## src/rtl/nco_pi_pkg.sv

```systemverilog
package nco_pi_pkg;

  localparam int WIDE_W = 64;
  typedef logic signed [WIDE_W-1:0] wide_t;

  // Keep the low w bits of v and read them as a two's-complement number.
  function automatic wide_t wrap_to_signed(input wide_t v, input int unsigned w);
    wide_t t;
    t = v <<< (WIDE_W - w);
    return t >>> (WIDE_W - w);
  endfunction

  function automatic wide_t clamp_wide(input wide_t v, input wide_t lo, input wide_t hi);
    if (v < lo) return lo;
    if (v > hi) return hi;
    return v;
  endfunction

  // Floor division by a power of two.
  function automatic wide_t shift_gain(input wide_t v, input logic [4:0] sh);
    return v >>> sh;
  endfunction

  function automatic logic mag_below(input wide_t v, input wide_t bound);
    wide_t m;
    m = (v < 0) ? -v : v;
    return m < bound;
  endfunction

endpackage

```

## src/rtl/nco_core.sv

```systemverilog
module nco_core #(
  parameter int ACC_W     = 32,
  parameter int PPS_WRAPS = 1000
) (
  input  logic             clk,
  input  logic             rst_n,
  input  logic [ACC_W-1:0] fcw,
  output logic [ACC_W-1:0] acc_q,
  output logic             wrap_evt,
  output logic             pps_q
);

  localparam int CNT_W = (PPS_WRAPS > 1) ? $clog2(PPS_WRAPS) : 1;
  localparam logic [CNT_W-1:0] LAST_WRAP = CNT_W'(PPS_WRAPS - 1);

  logic [ACC_W:0]   acc_sum;
  logic [CNT_W-1:0] wrap_cnt;

  assign acc_sum  = {1'b0, acc_q} + {1'b0, fcw};
  assign wrap_evt = acc_sum[ACC_W];

  always_ff @(posedge clk) begin
    if (!rst_n) begin
      acc_q    <= '0;
      wrap_cnt <= '0;
      pps_q    <= 1'b0;
    end else begin
      acc_q <= acc_sum[ACC_W-1:0];
      pps_q <= 1'b0;
      if (wrap_evt) begin
        if (wrap_cnt == LAST_WRAP) begin
          wrap_cnt <= '0;
          pps_q    <= 1'b1;
        end else begin
          wrap_cnt <= wrap_cnt + 1'b1;
        end
      end
    end
  end

  // a pulse is always the result of an overflow on the previous edge
  a_r8_pps_after_wrap: assert property (@(posedge clk) disable iff (!rst_n)
    pps_q |-> $past(wrap_evt));

  generate
    if (PPS_WRAPS > 1) begin : g_spacing
      // with more than one overflow per second, pulses are one clock wide
      a_r8_pps_one_clock: assert property (@(posedge clk) disable iff (!rst_n)
        pps_q |=> !pps_q);
    end
  endgenerate

endmodule

```

## src/rtl/pi_ctrl.sv

```systemverilog
module pi_ctrl
  import nco_pi_pkg::*;
#(
  parameter int ACC_W = 32,
  parameter int INT_W = 36,
  parameter int SH_W  = 5
) (
  input  logic                    clk,
  input  logic                    rst_n,
  input  logic                    strobe,
  input  logic [ACC_W-1:0]        sample,
  input  logic [ACC_W-1:0]        target,
  input  logic [ACC_W-1:0]        nominal,
  input  logic [SH_W-1:0]         kp_sh,
  input  logic [SH_W-1:0]         ki_sh,
  output logic signed [ACC_W-1:0] err_now,
  output logic [ACC_W-1:0]        err_q,
  output logic [ACC_W-1:0]        fcw_q
);

  localparam wide_t INT_MAX = (wide_t'(1) <<< (INT_W - 1)) - 1;
  localparam wide_t INT_MIN = -INT_MAX - 1;
  localparam wide_t FCW_MAX = (wide_t'(1) <<< ACC_W) - 1;

  logic signed [INT_W-1:0] integ_q;
  wide_t err_w;
  wide_t integ_next;
  wide_t p_term;
  wide_t i_term;
  wide_t fcw_next;

  always_comb begin
    err_w      = wrap_to_signed(wide_t'(target) - wide_t'(sample), ACC_W);
    integ_next = clamp_wide(wide_t'(integ_q) + err_w, INT_MIN, INT_MAX);
    p_term     = shift_gain(err_w, 5'(kp_sh));
    i_term     = shift_gain(integ_next, 5'(ki_sh));
    fcw_next   = clamp_wide(wide_t'(nominal) + p_term + i_term, '0, FCW_MAX);
  end

  assign err_now = ACC_W'(err_w);

  always_ff @(posedge clk) begin
    if (!rst_n) begin
      fcw_q   <= nominal;
      integ_q <= '0;
      err_q   <= '0;
    end else if (strobe) begin
      fcw_q   <= ACC_W'(fcw_next);
      integ_q <= INT_W'(integ_next);
      err_q   <= ACC_W'(err_w);
    end
  end

  // the control word only moves on reference arrivals
  a_r4_fcw_hold: assert property (@(posedge clk) disable iff (!rst_n)
    !strobe |=> $stable(fcw_q));

  // the reported error holds between arrivals
  a_r3_err_hold: assert property (@(posedge clk) disable iff (!rst_n)
    !strobe |=> $stable(err_q));

  // a lag with a non-negative sum does not pull the word below nominal
  a_r5_lag_not_lower: assert property (@(posedge clk) disable iff (!rst_n)
    (strobe && (err_w > 0) && (integ_next >= 0)) |=> (fcw_q >= $past(nominal)));

endmodule

```

## src/rtl/lock_det.sv

```systemverilog
module lock_det
  import nco_pi_pkg::*;
#(
  parameter int ACC_W = 32,
  parameter int LCK_W = 4
) (
  input  logic                    clk,
  input  logic                    rst_n,
  input  logic                    strobe,
  input  logic signed [ACC_W-1:0] err,
  input  logic [ACC_W-1:0]        thresh,
  input  logic [LCK_W-1:0]        need,
  output logic                    locked_q
);

  localparam logic [LCK_W-1:0] RUN_MAX = '1;

  logic [LCK_W-1:0] run_q;
  logic [LCK_W-1:0] run_next;
  logic             good;

  always_comb begin
    good     = mag_below(wide_t'(err), wide_t'(thresh));
    run_next = (run_q == RUN_MAX) ? run_q : run_q + 1'b1;
  end

  always_ff @(posedge clk) begin
    if (!rst_n) begin
      run_q    <= '0;
      locked_q <= 1'b0;
    end else if (strobe) begin
      if (good) begin
        run_q    <= run_next;
        locked_q <= (run_next >= need);
      end else begin
        run_q    <= '0;
        locked_q <= 1'b0;
      end
    end
  end

  // a large error on an arrival always drops lock
  a_r7_bad_unlocks: assert property (@(posedge clk) disable iff (!rst_n)
    (strobe && !good) |=> !locked_q);

  // lock is only gained on an arrival
  a_r7_rise_on_strobe: assert property (@(posedge clk) disable iff (!rst_n)
    $rose(locked_q) |-> $past(strobe));

endmodule

```

## src/rtl/nco_pi_discipline.sv

```systemverilog
module nco_pi_discipline #(
  parameter int ACC_W     = 32,
  parameter int INT_GUARD = 4,
  parameter int SH_W      = 5,
  parameter int LCK_W     = 4,
  parameter int PPS_WRAPS = 1000
) (
  input  logic             clk,
  input  logic             rst_n,
  input  logic             ref_strobe,
  input  logic [ACC_W-1:0] nominal_fcw,
  input  logic [ACC_W-1:0] target_phase,
  input  logic [SH_W-1:0]  kp_shift,
  input  logic [SH_W-1:0]  ki_shift,
  input  logic [ACC_W-1:0] lock_thresh,
  input  logic [LCK_W-1:0] lock_need,
  output logic [ACC_W-1:0] fcw,
  output logic [ACC_W-1:0] phase,
  output logic [ACC_W-1:0] phase_err,
  output logic             pps,
  output logic             locked
);

  localparam int INT_W = ACC_W + INT_GUARD;

  logic signed [ACC_W-1:0] err_now;
  logic                    wrap_evt;

  nco_core #(.ACC_W(ACC_W), .PPS_WRAPS(PPS_WRAPS)) u_core (
    .clk      (clk),
    .rst_n    (rst_n),
    .fcw      (fcw),
    .acc_q    (phase),
    .wrap_evt (wrap_evt),
    .pps_q    (pps)
  );

  pi_ctrl #(.ACC_W(ACC_W), .INT_W(INT_W), .SH_W(SH_W)) u_pi (
    .clk     (clk),
    .rst_n   (rst_n),
    .strobe  (ref_strobe),
    .sample  (phase),
    .target  (target_phase),
    .nominal (nominal_fcw),
    .kp_sh   (kp_shift),
    .ki_sh   (ki_shift),
    .err_now (err_now),
    .err_q   (phase_err),
    .fcw_q   (fcw)
  );

  lock_det #(.ACC_W(ACC_W), .LCK_W(LCK_W)) u_lock (
    .clk      (clk),
    .rst_n    (rst_n),
    .strobe   (ref_strobe),
    .err      (err_now),
    .thresh   (lock_thresh),
    .need     (lock_need),
    .locked_q (locked)
  );

  // an overflow is seen only when the accumulator does not move forward
  a_r1_wrap_goes_down: assert property (@(posedge clk) disable iff (!rst_n)
    wrap_evt |=> (phase < $past(phase)) || (phase == $past(phase)));

endmodule

```

## config.mk

```make
export PLATFORM = sky130hd
export DESIGN_NAME = nco_pi_discipline
export DESIGN_NICKNAME = d
export VERILOG_FILES = /design/src/rtl/nco_pi_pkg.sv /design/src/rtl/nco_core.sv /design/src/rtl/pi_ctrl.sv /design/src/rtl/lock_det.sv /design/src/rtl/nco_pi_discipline.sv
export SDC_FILE = /design/constraint.sdc
export NUM_CORES = 1
export LEC_CHECK = 0
export BUFFER_PORTS_ARGS = -buffer_cell sky130_fd_sc_hd__buf_2
export CAP_MARGIN = 20
export CORE_MARGIN = 2
export CORE_UTILIZATION = 30
export DETAILED_ROUTE_END_ITERATION = 7
export PLACE_DENSITY = 0.5
export SETUP_SLACK_MARGIN = 0.1
export SLEW_MARGIN = 25
export SYNTH_ARGS = -nofsm -noshare
export SYNTH_HDL_FRONTEND = slang
export SYNTH_SLANG_ARGS = --single-unit
```

## constraint.sdc

```tcl
create_clock -name clk -period 26.9 [get_ports clk]
set_clock_uncertainty 0.2 [all_clocks]
set_input_delay 1.345 -clock clk [delete_from_list [all_inputs] [get_ports clk]]
set_output_delay 1.345 -clock clk [all_outputs]
set_load 0.005 [all_outputs]
```

==> reports/results.ini <==
[run_status]
status = completed

[grt]
grt_pass1_wl_microns = 124000
grt.overflow.total = 0
grt_pass1_vias = 20300
antenna_found_initial = 5
grt_usage = 0.228
grt_max_degree = 76

[clock_tree]
cts_tree = built
htreeDepth = 4
cts_inserted_buffers = 17
postCtsHoldBufs = 0
cts_buffer_depth = 2
cts_resized = 0
clockRootBuffer = clkbuf_16
worstSkewPairLatency_ns = 0.50
clkTransAtPathRegs_ns = 0.06
cts_setup_buffers = 0
numClockSinks = 148

[logic_synthesis]
synth_ff_type = dfxtp_1
ys_types = 108
syn_inst = 2688
async_flop_share = 0
yosys_warnings = 0
synth-edff-count = 32
syn_nets = 3020
synth-seq-cells = 148
syn_area_per_cell_sq_um = 7.74
seq_area_frac_synth = 0.158
netlist_area_sq_mm = 0.0208

[place]
hpwl_microns = 66200
gp_congestion = 0.944
io_buffer_count = 210

[sta]
setup_viol = 0
max_freq_mhz = 82.4
slew_headroom = 0.343
tightestPinTransition_ns = 0.984
drv_slew = 0
whs_ns = 0.274
fin_tns_setup_ns = 0
period_needed_ns = 12.13
hold_violations = 0
rsz0062_at_grt = false
period_share = 0.451

[worst_setup_path]
cpPeakStageDelay_ns = 0.56
worstSetupEndpointType = flip-flop
worstSetupPathType = input port to flip-flop
cp_max_fo = 47
reg2reg_from = u_core.acc_q[8]$_SDFF_PN0_
crit_start = target_phase[0]
arrival_ns = 12.17
start_kind = input port
worst_ep_required_time_ns = 26.94
cp_slowest_cell = fa_1
cp_common_cell = inv_1

[die]
io_pins = 211
die_h_microns = 267
start_util = 0.303
core_area_sq_mm = 0.0686
dieArea_sq_mm = 0.0715
num_rows = 96
fp.dieW_microns = 267

[finish]
final_common_cell = a21oi_1
area_growth_pct = 11.7
nets = 3127
diodes = 0
final_cell_mix = a21oi_1 (264), buf_2 (208), inv_1 (207)
drive_gt1_frac = 0.155

[route]
met2_length_microns = 40000
routed_via_density = 5.72
routedWlPerCell_microns = 22.2
dr.pass1.iters = 6
dr_wl_met3_microns = 4600
drt_first_iter_violations = 1686
top_layer = met5
m1WireLength_microns = 35100
vias = 21400
wl_microns = 83000
antenna_left = 0
drc_errors = 0

[hold_path]
hp-class = flip-flop to flip-flop
min_from = u_lock.locked_q$_SDFFE_PN0P_

[flow_run]
maxCapViolations = 0

[flip-flops by register name (all words and copies together) (netlist names)]
name / count
u_core.acc_q: 32
u_core.wrap_cnt: 10
u_pi.err_q: 32
u_lock.locked_q: 1
u_pi.fcw_q: 32
u_pi.integ_q: 36
u_core.pps_q: 1
u_lock.run_q: 4
[synthesized netlist by cell type (32+ instances only)]
library cell	count	share of area
and2_1	43	0.013
dfxtp_1	116	0.11
nor2b_1	46	0.014
xnor2_1	84	0.035
a211oi_1	37	0.013
clkbuf_1	108	0.019
xor2_1	52	0.022
o21ai_0	154	0.037
o21a_1	36	0.013
fa_1	36	0.035
a21oi_1	264	0.063
nand2_1	189	0.034
inv_1	207	0.037
nand3_1	52	0.013
nor2_1	196	0.035
nor3_1	43	0.010
o221a_2	37	0.020
ha_1	183	0.11
nand4_1	36	0.011
o211ai_1	35	0.013
a21o_1	80	0.029
mux2i_1	64	0.031
edfxtp_1	32	0.046
[area by class of cell]
class / count / area [sq um]
fill: 7277 / 45300
clock inverter: 13 / 146
inverter: 219 / 822
tap: 931 / 1160
clock buffer: 19 / 443
sequential: 148 / 3280
timing repair buffer: 242 / 1300
multi-input combinational: 2167 / 16100
[stage by stage]
stage	instance area, sq um	setup slack (ns)	utilization	instances
after global routing	23200	13.94	0.339	3739
final	23200	14.77	0.339	3739
after detailed placement	22700	14.13	0.330	3707
after floorplan	20800	16.36	-	2688
after CTS	23200	14.66	0.339	3739
after global placement	22700	14.57	0.330	3707
[critical path: cells and delay by family]
kind,cells,cell delay [ns]
muxes,1,0.32
and+or+nand+nor,9,2.31
xor gates and xnor gates,1,0.27
AOI/OAI and AO/OA,18,4.12
buffers and inverters,8,1.47
adders and majority gates,6,2.26
[path summary, 6_finish.rpt]
path / to / slack [ns] / depth (start not counted)
max: u_pi.fcw_q[14]$_DFFE_PP_ / 14.77 / 43
max reg2reg: u_pi.fcw_q[14]$_DFFE_PP_ / 15.32 / 37
min reg2reg: u_lock.locked_q$_SDFFE_PN0P_ / 0.27 / 2
min: u_lock.locked_q$_SDFFE_PN0P_ / 0.27 / 2
[metal layers]
| metal | GRT usage | vias to the layer above |
|---|---|---|
| li1 | - | 10100 |
| met1 | 0.287 | 10300 |
| met2 | 0.391 | 781 |
| met3 | 0.0339 | 161 |
| met4 | 0.0873 | 10 |
| met5 | 0 | - |
[kinds of logic after synthesis]
logic type | share of synthesized area
buffers and inverters | 0.0705
XOR/XNOR | 0.0625
flip-flops | 0.158
AND/OR/NAND/NOR | 0.177
multiplexers | 0.0724
AO/OA/AOI/OAI | 0.306
adder cells (fa/ha/maj) | 0.154
Power is left out: the tool's default activity adds up to more than one toggle a clock period on the data nets, which glitch-free logic cannot reach.
